**src/rtl/uart_rxq_pkg.sv**
```systemverilog
package uart_rxq_pkg;

  localparam int FCR_EN    = 0;
  localparam int FCR_RXRST = 1;
  localparam logic [7:0] FCR_KEEP = 8'hC9;
  localparam int MAX_FRAME = 12;

  function automatic int unsigned trig_level(input logic [1:0] sel);
    case (sel)
      2'd0:    return 1;
      2'd1:    return 4;
      2'd2:    return 8;
      default: return 14;
    endcase
  endfunction

  // start + data(5..8) + parity + stop(1..2)
  function automatic int unsigned frame_bits(input logic [3:0] fmt);
    return 32'd7 + 32'(fmt[1:0]) + 32'(fmt[3]) + 32'(fmt[2]);
  endfunction

endpackage

```
**src/rtl/uart_rxq_mem.sv**
```systemverilog
module uart_rxq_mem #(
  parameter int DW    = 8,
  parameter int DEPTH = 16,
  localparam int AW   = $clog2(DEPTH)
) (
  input  logic          clk,
  input  logic          we,
  input  logic [AW-1:0] waddr,
  input  logic [DW-1:0] wdata,
  input  logic          re,
  input  logic [AW-1:0] raddr,
  output logic [DW-1:0] rdata
);

  logic [DW-1:0] ram [DEPTH];

  always_ff @(posedge clk) begin
    if (we) ram[waddr] <= wdata;
    if (re) rdata <= ram[raddr];
  end

endmodule

```
**src/rtl/uart_rxq_tmo.sv**
```systemverilog
module uart_rxq_tmo
  import uart_rxq_pkg::*;
#(
  parameter int BIT_TICKS = 1,
  localparam int LIMIT_MAX = 4 * MAX_FRAME * BIT_TICKS,
  localparam int CNTW = $clog2(LIMIT_MAX + 1)
) (
  input  logic       clk,
  input  logic       rst,
  input  logic       clr,
  input  logic       arm,
  input  logic       rd_clr,
  input  logic       baud_tick,
  input  logic [3:0] frame_fmt,
  input  logic       nonempty,
  output logic       pend
);

  logic [CNTW-1:0] cnt_q;
  logic [CNTW-1:0] limit;
  logic            run_q;
  logic            expire;

  assign limit  = CNTW'(4 * frame_bits(frame_fmt) * BIT_TICKS);
  assign expire = run_q && baud_tick && !arm && (cnt_q == CNTW'(1));

  always_ff @(posedge clk) begin
    if (rst || clr) begin
      cnt_q <= '0;
      run_q <= 1'b0;
      pend  <= 1'b0;
    end else begin
      if (arm) begin
        cnt_q <= limit;
        run_q <= 1'b1;
      end else if (run_q && baud_tick) begin
        if (expire) begin
          cnt_q <= '0;
          run_q <= 1'b0;
        end else begin
          cnt_q <= cnt_q - CNTW'(1);
        end
      end
      if (rd_clr)                 pend <= 1'b0;
      else if (expire && nonempty) pend <= 1'b1;
    end
  end

  // pending only ever seen with bytes queued
  a_r7_pend_needs_data: assert property (@(posedge clk) disable iff (rst)
    pend |-> nonempty);

  // pending rises only on a baud tick
  a_r7_rise_on_tick: assert property (@(posedge clk) disable iff (rst)
    $rose(pend) |-> $past(baud_tick));

  // a buffer read always drops pending
  a_r8_read_clears: assert property (@(posedge clk) disable iff (rst)
    rd_clr |=> !pend);

endmodule

```
**src/rtl/uart_rxq_ctrl.sv**
```systemverilog
module uart_rxq_ctrl
  import uart_rxq_pkg::*;
#(
  parameter int DW    = 8,
  parameter int DEPTH = 16,
  localparam int AW   = $clog2(DEPTH),
  localparam int CW   = $clog2(DEPTH + 1)
) (
  input  logic          clk,
  input  logic          rst,
  input  logic          rx_valid,
  input  logic [DW-1:0] rx_data,
  input  logic          rx_break,
  input  logic          rbr_rd,
  input  logic          lsr_rd,
  input  logic          fcr_wr,
  input  logic [7:0]    fcr_data,
  input  logic [DW-1:0] mem_rdata,
  output logic          mem_we,
  output logic [AW-1:0] mem_waddr,
  output logic [DW-1:0] mem_wdata,
  output logic          mem_re,
  output logic [AW-1:0] mem_raddr,
  output logic          tmo_clr,
  output logic          tmo_arm,
  output logic          tmo_rd,
  output logic          nonempty,
  output logic [DW-1:0] rd_data,
  output logic          data_ready,
  output logic          overrun,
  output logic          break_ind,
  output logic [CW-1:0] fill_count,
  output logic          trig_hit,
  output logic [7:0]    fcr_state
);

  logic [7:0]    fcr_q, fcr_n;
  logic [CW-1:0] count_q, count_n;
  logic [AW-1:0] wr_ptr_q, rd_ptr_q;
  logic          dr_q, dr_n, bi_q, bi_n, oe_q, oe_n;
  logic [DW-1:0] hold_q, rd_hold_q, in_byte;
  logic          rd_fifo_q, rd_zero_q;
  logic          fcr_change, mode_flip, rx_reset, fifo_mode;
  logic          in_evt, rd_evt, full, push, pop, ovf, trig_n;

  function automatic logic [AW-1:0] bump(input logic [AW-1:0] p);
    return (p == AW'(DEPTH - 1)) ? '0 : p + AW'(1);
  endfunction

  always_comb begin
    fcr_change = fcr_wr && (fcr_data != fcr_q);
    mode_flip  = fcr_change && (fcr_data[FCR_EN] != fcr_q[FCR_EN]);
    rx_reset   = fcr_change && (fcr_data[FCR_RXRST] || mode_flip);
    fcr_n      = fcr_change ? (fcr_data & FCR_KEEP) : fcr_q;
    fifo_mode  = fcr_q[FCR_EN];
    in_evt     = !fcr_change && (rx_valid || rx_break);
    in_byte    = rx_break ? '0 : rx_data;
    rd_evt     = !fcr_change && rbr_rd;
    full       = (count_q == CW'(DEPTH));
    push       = in_evt && fifo_mode && !full;
    pop        = rd_evt && fifo_mode && (count_q != '0);
    ovf        = in_evt && (fifo_mode ? full : (dr_q && !rd_evt));

    if (rx_reset) count_n = '0;
    else          count_n = count_q + CW'(push) - CW'(pop);

    if (rx_reset)       dr_n = 1'b0;
    else if (fifo_mode) dr_n = (count_n != '0);
    else if (in_evt)    dr_n = 1'b1;
    else if (rd_evt)    dr_n = 1'b0;
    else                dr_n = dr_q;

    if (rx_reset)                    bi_n = 1'b0;
    else if (in_evt && rx_break)     bi_n = 1'b1;
    else if (lsr_rd)                 bi_n = 1'b0;
    else if (rd_evt && (!fifo_mode || count_n == '0)) bi_n = 1'b0;
    else                             bi_n = bi_q;

    if (ovf)         oe_n = 1'b1;
    else if (lsr_rd) oe_n = 1'b0;
    else             oe_n = oe_q;

    trig_n = fcr_n[FCR_EN] && (count_n >= CW'(trig_level(fcr_n[7:6])));
  end

  always_ff @(posedge clk) begin
    if (rst) begin
      fcr_q     <= '0;
      count_q   <= '0;
      wr_ptr_q  <= '0;
      rd_ptr_q  <= '0;
      dr_q      <= 1'b0;
      bi_q      <= 1'b0;
      oe_q      <= 1'b0;
      hold_q    <= '0;
      rd_hold_q <= '0;
      rd_fifo_q <= 1'b0;
      rd_zero_q <= 1'b0;
      trig_hit  <= 1'b0;
    end else begin
      fcr_q    <= fcr_n;
      count_q  <= count_n;
      dr_q     <= dr_n;
      bi_q     <= bi_n;
      oe_q     <= oe_n;
      trig_hit <= trig_n;
      if (rx_reset) begin
        wr_ptr_q <= '0;
        rd_ptr_q <= '0;
      end else begin
        if (push) wr_ptr_q <= bump(wr_ptr_q);
        if (pop)  rd_ptr_q <= bump(rd_ptr_q);
      end
      if (in_evt && !fifo_mode) hold_q <= in_byte;
      if (rd_evt) begin
        rd_fifo_q <= fifo_mode;
        rd_zero_q <= (count_q == '0);
        rd_hold_q <= hold_q;
      end
    end
  end

  assign mem_we     = push;
  assign mem_waddr  = wr_ptr_q;
  assign mem_wdata  = in_byte;
  assign mem_re     = pop;
  assign mem_raddr  = rd_ptr_q;
  assign tmo_clr    = rx_reset;
  assign tmo_arm    = fifo_mode && (in_evt || (pop && count_n != '0));
  assign tmo_rd     = rd_evt;
  assign nonempty   = (count_q != '0);
  assign rd_data    = rd_fifo_q ? (rd_zero_q ? '0 : mem_rdata) : rd_hold_q;
  assign data_ready = dr_q;
  assign overrun    = oe_q;
  assign break_ind  = bi_q;
  assign fill_count = count_q;
  assign fcr_state  = fcr_q;

  // arrival into a full queue keeps the level and flags overrun
  a_r4_full_overrun: assert property (@(posedge clk) disable iff (rst)
    (fifo_mode && full && in_evt && !rbr_rd) |=> (oe_q && count_q == CW'(DEPTH)));

  // receive reset bit always leaves an empty queue
  a_r2_rx_reset_empties: assert property (@(posedge clk) disable iff (rst)
    (fcr_wr && fcr_data[FCR_RXRST]) |=> (count_q == '0 && !dr_q));

  // data ready mirrors a non-zero level in queued mode
  a_r5_ready_matches_level: assert property (@(posedge clk) disable iff (rst)
    fcr_q[FCR_EN] |-> (dr_q == (count_q != '0)));

  // status read with no new event clears both sticky bits
  a_r10_lsr_clears: assert property (@(posedge clk) disable iff (rst)
    (lsr_rd && !rx_valid && !rx_break) |=> (!bi_q && !oe_q));

  // level never exceeds capacity
  a_r3_no_overflow: assert property (@(posedge clk) disable iff (rst)
    count_q <= CW'(DEPTH));

endmodule

```
**src/rtl/uart_rxq.sv**
```systemverilog
module uart_rxq
  import uart_rxq_pkg::*;
#(
  parameter int DW        = 8,
  parameter int DEPTH     = 16,
  parameter int BIT_TICKS = 1,
  localparam int AW       = $clog2(DEPTH),
  localparam int CW       = $clog2(DEPTH + 1)
) (
  input  logic          clk,
  input  logic          rst,
  input  logic          baud_tick,
  input  logic          rx_valid,
  input  logic [DW-1:0] rx_data,
  input  logic          rx_break,
  input  logic          rbr_rd,
  input  logic          lsr_rd,
  input  logic          fcr_wr,
  input  logic [7:0]    fcr_data,
  input  logic [3:0]    lcr_fmt,
  output logic [DW-1:0] rd_data,
  output logic          data_ready,
  output logic          overrun,
  output logic          break_ind,
  output logic [CW-1:0] fill_count,
  output logic          trig_hit,
  output logic          tmo_pend,
  output logic [7:0]    fcr_state
);

  logic          mem_we, mem_re;
  logic [AW-1:0] mem_waddr, mem_raddr;
  logic [DW-1:0] mem_wdata, mem_rdata;
  logic          tmo_clr, tmo_arm, tmo_rd, nonempty;

  uart_rxq_ctrl #(.DW(DW), .DEPTH(DEPTH)) u_ctrl (
    .clk(clk), .rst(rst),
    .rx_valid(rx_valid), .rx_data(rx_data), .rx_break(rx_break),
    .rbr_rd(rbr_rd), .lsr_rd(lsr_rd), .fcr_wr(fcr_wr), .fcr_data(fcr_data),
    .mem_rdata(mem_rdata), .mem_we(mem_we), .mem_waddr(mem_waddr),
    .mem_wdata(mem_wdata), .mem_re(mem_re), .mem_raddr(mem_raddr),
    .tmo_clr(tmo_clr), .tmo_arm(tmo_arm), .tmo_rd(tmo_rd), .nonempty(nonempty),
    .rd_data(rd_data), .data_ready(data_ready), .overrun(overrun),
    .break_ind(break_ind), .fill_count(fill_count), .trig_hit(trig_hit),
    .fcr_state(fcr_state)
  );

  uart_rxq_mem #(.DW(DW), .DEPTH(DEPTH)) u_mem (
    .clk(clk), .we(mem_we), .waddr(mem_waddr), .wdata(mem_wdata),
    .re(mem_re), .raddr(mem_raddr), .rdata(mem_rdata)
  );

  uart_rxq_tmo #(.BIT_TICKS(BIT_TICKS)) u_tmo (
    .clk(clk), .rst(rst), .clr(tmo_clr), .arm(tmo_arm), .rd_clr(tmo_rd),
    .baud_tick(baud_tick), .frame_fmt(lcr_fmt), .nonempty(nonempty),
    .pend(tmo_pend)
  );

endmodule

```
**config.mk**
```make
export PLATFORM = sky130hd
export DESIGN_NAME = uart_rxq
export DESIGN_NICKNAME = d
export VERILOG_FILES = /design/src/rtl/uart_rxq_pkg.sv /design/src/rtl/uart_rxq_mem.sv /design/src/rtl/uart_rxq_tmo.sv /design/src/rtl/uart_rxq_ctrl.sv /design/src/rtl/uart_rxq.sv
export SDC_FILE = /design/constraint.sdc
export NUM_CORES = 1
export LEC_CHECK = 0
export CAP_MARGIN = 20
export CORE_MARGIN = 2
export CORE_UTILIZATION = 53
export DETAILED_ROUTE_END_ITERATION = 10
export GPL_ROUTABILITY_DRIVEN = 0
export HOLD_SLACK_MARGIN = 0.05
export PLACE_DENSITY = 0.76
export SETUP_SLACK_MARGIN = 0.4
export SLEW_MARGIN = 20
export SYNTH_ARGS = -nofsm -noshare
export SYNTH_HDL_FRONTEND = slang
export SYNTH_SLANG_ARGS = --single-unit
```
**constraint.sdc**
```tcl
create_clock -name clk -period 3.9 [get_ports clk]
set_input_delay 0.78 -clock clk [delete_from_list [all_inputs] [get_ports clk]]
set_output_delay 0.78 -clock clk [all_outputs]
set_load 0.05 [all_outputs]
```
==> qor.csv, run 1 <==
stage,metric,value,unit
grt,vias in the first global route,4757,
floorplan,Die W,126,µm
synth,asr flop ratio synth,0,%
synth,Synth Register Bits,183,
cts,CTS root buf,clkbuf_16,
sta,Worst Max-Slew Pin Slew,0.907,ns
grt,largest net degree at the start of global routing,36,
floorplan,Std-Cell Core Area,0.0145,mm²
synth,Main synth FF type,edfxtp_1,
pwr,Combinational Power Share,6.0,%
cts,CTS tree,done,
route,# DRC,0,
worst_setup_path,Startpoint Class,flop,
placement,dpl ws,-0.519,ns
final_layout,fill count,933,
worst_setup_path,critical path class,flop to flop,
cts,clk sinks,183,
synth,syn avg cell area,14.7,µm²
final_layout,area grow syn2layout,23.3,%
final_layout,multi-input logic area,0.00282,mm²
pwr,Psw,0.919,mW
route,Via-to-Cell Ratio,5.65,
route,DRT antenna net count,0,
run_status,outcome,finished clean,
synth,share of the synthesized area in the top cell type,51.9,%
sta,RSZ-0062 raised after global routing,true,
placement,Port Buffer Count,49,
floorplan,Die H,126,µm
route,wire length per cell,19.2,µm
min_path,worst min path class,flop to flop,
worst_setup_path,"slowest stage cell, crit path",or4b_4,
sta,fmax,0.270,GHz
sta,min cycle time layout,3.70,ns
synth,Mapped Area,0.00786,mm²
worst_setup_path,crit path DAT,4.06,ns
synth,"top cells by area, synth","edfxtp_1, dfxtp_1, mux4_2",
cts,hold-fix buffers at CTS,0,
worst_setup_path,crit-path max FO,6,
pwr,PD cells,409,mW/mm²
floorplan,I/O pin count,54,
grt,grt total ovfl,0,
sta,Setup-failing EPs final,0,
cts,Worst-path clk slew,0.07,ns
floorplan,DIE AREA,0.0158,mm²
cts,CTS max path bufs,2,
worst_setup_path,Setup crit end kind,flop,
synth,sequential share of the synthesized area,63.9,%
synth,Synth top cells by count,"edfxtp_1, nor2_1, dfxtp_1",
worst_setup_path,crit-path cells,"inv_2, ha_4, or4b_4, and4b_2, a21oi_4, inv_2, ha_4, inv_2, ha_4, fa_2, a21oi_2, o21bai_2, xnor2_2, a31oi_2, buf_4, or2_4, buf_4, nor3_2",
pwr,Int Pwr,3.04,mW
pwr,part of the power in registers,53.2,%
route,detailed-route via count,4723,
final_layout,nets@finish,689,
grt,antenna violations before repair,0,
pwr,worst vdd ir,0.000367,V
synth,most common cell in the netlist,edfxtp_1,
sta,crit share post-route,94.9,%
synth,Post-Syn Instances,534,
worst_setup_path,max incr delay on CP,0.46,ns
synth,Yosys warnings,0,
cts,Clock Latency Late Sink,0.44,ns
pwr,switching share of power,23.2,%
pwr,Lkg Pwr,3.37,nW
grt,gr usage total,21.4,%
synth,post-synth top area cell,edfxtp_1,
route,starting DRC count in detailed routing,408,
sta,max-slew violations,0,
cts,CTS buffer count,17,
floorplan,Initial Util,54.1,%
final_layout,Layout Cells excl Fill,836,
final_layout,layout cells sized above 1,30.1,%
route,Pre-antenna DRT Iters,5,
sta,Worst Slack Setup Final,0.199,ns
pwr,Clk pwr share,40.8,%
synth,post-synth cell types,56,
final_layout,Reg area,0.00503,mm²
placement,DP Cell Count,785,
sta,"Hold Vio Cnt, Final",0,
route,final wirelength,16.0,mm
flow_run,Max-cap violations,0,
pwr,Final Power,3.96,mW
sta,Rel. slew slack,38.7,%
floorplan,floorplan row count,44,
grt,global-route wire length before repair,25.9,mm
cts,H-tree Lvls,4,
placement,detailed placement HPWL,10.7,mm
final_layout,Diodes inserted,0,
worst_setup_path,CP required,4.26,ns
synth,Post-synth EDFFs,136,
sta,clock skew,0.0108,ns
critical path: cells and delay by family, from the launching register on:
kind | cells | cell delay [ns]
AOI/OAI and AO/OA | 4 | 0.55
adders and majority gates | 4 | 0.97
and+or+nand+nor | 4 | 1.07
xor gates and xnor gates | 1 | 0.18
buffers and inverters | 5 | 0.51
DFF | 1 | 0.33
final timing paths:
| path | cells after the start | slack, ns | start | to |
|---|---|---|---|---|
| setup reg to reg | 18 | 0.20 | u_ctrl.fill_count[3] | u_tmo.cnt_q[0] |
| hold / removal | 2 | 0.47 | u_ctrl.rd_zero_q | u_ctrl.rd_zero_q |
| setup / recovery | 18 | 0.20 | u_ctrl.fill_count[3] | u_tmo.cnt_q[0] |
| hold reg to reg | 2 | 0.47 | u_ctrl.rd_zero_q | u_ctrl.rd_zero_q |
power by group through the flow:
stage	Combinational, mW	Clock (mW)	Sequential [mW]
2_1_floorplan	0.118	0	2.16
3_3_place_gp	0.211	0	2.15
3_5_place_dp	0.220	0	2.15
4_1_cts	0.228	1.63	2.11
5_1_grt	0.258	1.72	2.11
6_report	0.238	1.62	2.11
state kept, by name, summed over array words and instances, names as in the netlist:
signal / flops
u_mem.ram: 128
u_ctrl.hold_q: 8
u_ctrl.rd_hold_q: 8
u_mem.rdata: 8
u_tmo.cnt_q: 6
u_ctrl.fill_count: 5
u_ctrl.fcr_state: 4
u_ctrl.mem_raddr: 4
u_ctrl.mem_waddr: 4
u_ctrl.break_ind: 1
u_ctrl.data_ready: 1
u_ctrl.overrun: 1
u_ctrl.rd_fifo_q: 1
u_ctrl.rd_zero_q: 1
u_ctrl.trig_hit: 1
u_tmo.pend: 1
u_tmo.run_q: 1
routing by layer:
layer,global-route usage [%],vias to the layer above,part of all wire (%)
met5,0,-,0
met4,5.95,0,1.3
met3,4.16,14,3.9
met2,36.1,136,51
met1,29.0,2379,44
li1,-,2194,-
area by class of cell:
| type | instances | share of cell area [%] |
|---|---|---|
| multi-input cells | 298 | 29.1 |
| well taps | 184 | 2.37 |
| clock buffers | 18 | 4.43 |
| repair buffers | 112 | 9.76 |
| inverters | 27 | 1.07 |
| clock inverters | 14 | 1.36 |
| flip-flops and latches | 183 | 51.9 |
through the flow:
stage	hold WS [ns]	TNS [ns]	cell area [µm²]	util, %
5_1_grt	0.473	0	9690	66.7
4_1_cts	0.465	0	9540	65.6
6_report	0.472	0	9690	66.7
2_1_floorplan	0.437	-0.135	7940	-
3_3_place_gp	0.446	-3.20	8850	60.9
3_5_place_dp	0.453	-4.60	8850	60.9
what timing repair did:
action / CTS / global route
hold endpoints to repair: 0 / 0
setup buffers: 10 / 9
pin swaps: 20 / 17
endpoints found under the setup margin: 11 / 11
gates resized for setup: 31 / 23
logic make-up after synthesis:
kind of cell	count (synthesis)	synth area share [%]
flops	183	63.9
other cells	1	0.0477
fa+ha+maj	22	3.69
buf+inv	56	3.07
xor+xnor	11	1.23
compound gates	58	4.93
simple gates	141	8.82
mux	62	14.3
layout by cell type (no fill, tap or decap), drive strengths merged, types with 3 or more instances in the layout:
cell type      netlist  final
mux2i               19     19
nor2                52     52
nor2b               13     13
mux4                40     40
a21oi               22     22
o21ai               17     17
mux2                 3      3
o21bai               3      3
clkdlybuf4s50        0     42
edfxtp             136    136
buf                 13     67
o21a                 3      3
inv                 27     36
nand3b               3      3
nor3                13     13
nand3                5      5
and2                 4      4
clkinv               0      3
nand2b               6      6
and3                 3      3
a21boi               3      3
conb                 1      4
nand2               27     27
nor4                 3      3
xnor2                5      5
dfxtp               47     47
xor2                 6      6
ha                  20     20
clkbuf              16     20
No activity file was read; power rests on OpenSTA's default activity.
==> inputs of run 2 (changes only) <==
--- a/config.mk
+++ b/config.mk
@@ -6,12 +6,11 @@
 export NUM_CORES = 1
 export LEC_CHECK = 0
 export CAP_MARGIN = 20
-export CORE_MARGIN = 2
-export CORE_UTILIZATION = 53
+export CORE_UTILIZATION = 63
 export DETAILED_ROUTE_END_ITERATION = 10
 export GPL_ROUTABILITY_DRIVEN = 0
 export HOLD_SLACK_MARGIN = 0.05
-export PLACE_DENSITY = 0.76
+export PLACE_DENSITY = 0.84
 export SETUP_SLACK_MARGIN = 0.4
 export SLEW_MARGIN = 20
 export SYNTH_ARGS = -nofsm -noshare
==> constraint.sdc (replaced) <==
create_clock -name clk -period 4.6 [get_ports clk]
set_input_delay 0.92 -clock clk [delete_from_list [all_inputs] [get_ports clk]]
set_output_delay 0.92 -clock clk [all_outputs]
set_load 0.05 [all_outputs]
==> run 2 against run 1 <==
Sequential share of layout area grew 2.1 points; via count grew 4.5%; critical endpoint is now u_tmo.cnt_q[3]; critical path type is now input pin to flop; hold slack improved by 0.0017 ns; die area down 18%; setup slack improved by 0.26 ns; clock skew grew 0.0051 ns.
==> qor.csv, run 2 (synthesized netlist as in run 1, its figures left out) <==
stage,metric,value,unit
pwr,Lkg Pwr,3.16,nW
grt,antenna violations before repair,0,
floorplan,Die H,114,µm
sta,max-slew violations,0,
worst_setup_path,crit-path cells,"clkdlybuf4s50_1, or3_4, o41ai_4, and4b_2, inv_4, ha_4, inv_2, ha_4, fa_2, a21oi_2, o21bai_2, xnor2_2, a31oi_4, buf_6, nor2_1, a211oi_2",
final_layout,Diodes inserted,0,
placement,detailed placement HPWL,11.9,mm
run_status,outcome,finished clean,
final_layout,layout cells sized above 1,21.3,%
pwr,part of the power in registers,52.8,%
sta,Setup-failing EPs final,0,
worst_setup_path,Buf/Inv on CP,4,
final_layout,Layout Cells excl Fill,778,
grt,vias in the first global route,4935,
flow_run,Max-cap violations,0,
cts,Clock Latency Late Sink,0.44,ns
pwr,Psw,0.777,mW
grt,largest net degree at the start of global routing,30,
grt,global-route wire length before repair,27.3,mm
cts,hold-fix buffers at CTS,0,
sta,RSZ-0062 raised after global routing,false,
floorplan,Die W,114,µm
placement,Port Buffer Count,49,
sta,min cycle time layout,4.14,ns
worst_setup_path,CP required,4.89,ns
cts,CTS buffer count,17,
grt,gr usage total,29.6,%
sta,"Hold Vio Cnt, Final",0,
sta,Worst Max-Slew Pin Slew,0.978,ns
cts,clk sinks,183,
sta,setup TNS,0,ns
sta,crit share post-route,90.1,%
floorplan,Std-Cell Core Area,0.0121,mm²
worst_setup_path,crit-path max FO,4,
cts,CTS max path bufs,2,
worst_setup_path,crit path DAT,4.43,ns
route,wire length per cell,23.7,µm
route,starting DRC count in detailed routing,772,
pwr,PD cells,364,mW/mm²
route,Pre-antenna DRT Iters,5,
floorplan,DIE AREA,0.0129,mm²
final_layout,"commonest non-fill, non-tap cell in the layout",edfxtp_1,
pwr,Combinational Power Share,5.6,%
pwr,Final Power,3.39,mW
final_layout,number of flip-flops in the largest register,128,
worst_setup_path,Most common cell on crit path,ha_4,
floorplan,Initial Util,64.9,%
route,final wirelength,18.4,mm
final_layout,area grow syn2layout,18.4,%
final_layout,most frequent cells in the layout,"edfxtp_1, nor2_1, clkdlybuf4s50_1",
floorplan,floorplan row count,40,
worst_setup_path,"delay-heaviest family, CP",simple AND/OR/NAND/NOR gates,
cts,CTS root buf,clkbuf_16,
cts,Worst-path clk slew,0.08,ns
floorplan,I/O pin count,54,
worst_setup_path,Setup crit end kind,flop,
worst_setup_path,critical path class,input pin to flop,
worst_setup_path,Startpoint Class,input pin,
route,# DRC,0,
pwr,Int Pwr,2.61,mW
pwr,worst vdd ir,0.000253,V
sta,fmax,0.241,GHz
min_path,worst min path class,flop to flop,
pwr,Clk pwr share,41.6,%
cts,H-tree Lvls,4,
final_layout,utilization after layout,76.9,%
route,DRT antenna net count,0,
worst_setup_path,"slowest stage cell, crit path",clkdlybuf4s50_1,
grt,grt total ovfl,0,
final_layout,fill count,664,
cts,CTS tree,done,
sta,clock skew,0.0159,ns
pwr,switching share of power,22.9,%
sta,Min Hold Slack,0.474,ns
sta,Rel. slew slack,34.8,%
route,detailed-route via count,4935,
final_layout,nets@finish,647,
final_layout,"Most flops, register",u_mem.ram,
placement,DP Cell Count,742,
route,Via-to-Cell Ratio,6.34,
worst_setup_path,max incr delay on CP,0.40,ns
[run 2: power by group through the flow]
| stage | Combinational [mW] | Sequential [mW] | Clock (mW) |
|---|---|---|---|
| global placement | 0.169 | 1.82 | 0 |
| detailed placement | 0.178 | 1.82 | 0 |
| floorplan | 0.0980 | 1.83 | 0 |
| CTS | 0.180 | 1.79 | 1.41 |
| finish | 0.190 | 1.79 | 1.41 |
| global route | 0.203 | 1.79 | 1.48 |
[run 2: repair_timing]
item | 4_1_cts | 5_1_grt
resized for setup | 2 | 20
buffers inserted | 0 | 4
endpoints found under the hold margin | 0 | 0
pin swaps | 0 | 17
endpoints found under the setup margin | 2 | 8
[run 2: layer usage]
layer	routed length [µm]	track usage [%]	vias to the layer above	part of all wire [%]
li1	-	-	2119	-
met1	6870	37.4	2415	37
met2	9340	49.8	331	51
met3	1370	5.47	70	7.4
met4	854	14.6	0	4.6
met5	0	0	-	0
[run 2: path summary, 6_finish.rpt]
kind | to | slack [ns] | startpoint | depth (start not counted)
max | u_tmo.cnt_q[3] | 0.46 | fcr_data[2] | 16
min | u_tmo.pend | 0.47 | u_tmo.pend | 2
max reg2reg | u_tmo.cnt_q[3] | 0.70 | u_ctrl.fill_count[3] | 17
min reg2reg | u_tmo.pend | 0.47 | u_tmo.pend | 2
[run 2: final cells by class]
cell class / count / area, µm² / share of cell area (%)
sequential: 183 / 5030 / 54.0
multi-input combinational: 298 / 2750 / 29.5
timing repair buffer: 70 / 657 / 7.05
clock buffer: 17 / 425 / 4.57
tap: 168 / 210 / 2.26
clock inverter: 15 / 140 / 1.50
inverter: 27 / 104 / 1.12
[run 2: tightest hold or removal path, stage by stage (launching register included)]
cell and delay [ns]:
dfxtp_1 0.31, nand2_1 0.06, o21ai_1 0.06
[run 2: through the flow]
| stage | setup slack [ns] | instance area [µm²] |
|---|---|---|
| detailed placement | -0.0711 | 8580 |
| global route | 0.376 | 9310 |
| finish | 0.458 | 9310 |
| global placement | 0.106 | 8580 |
| CTS | 0.442 | 9160 |
| floorplan | 0.404 | 7890 |
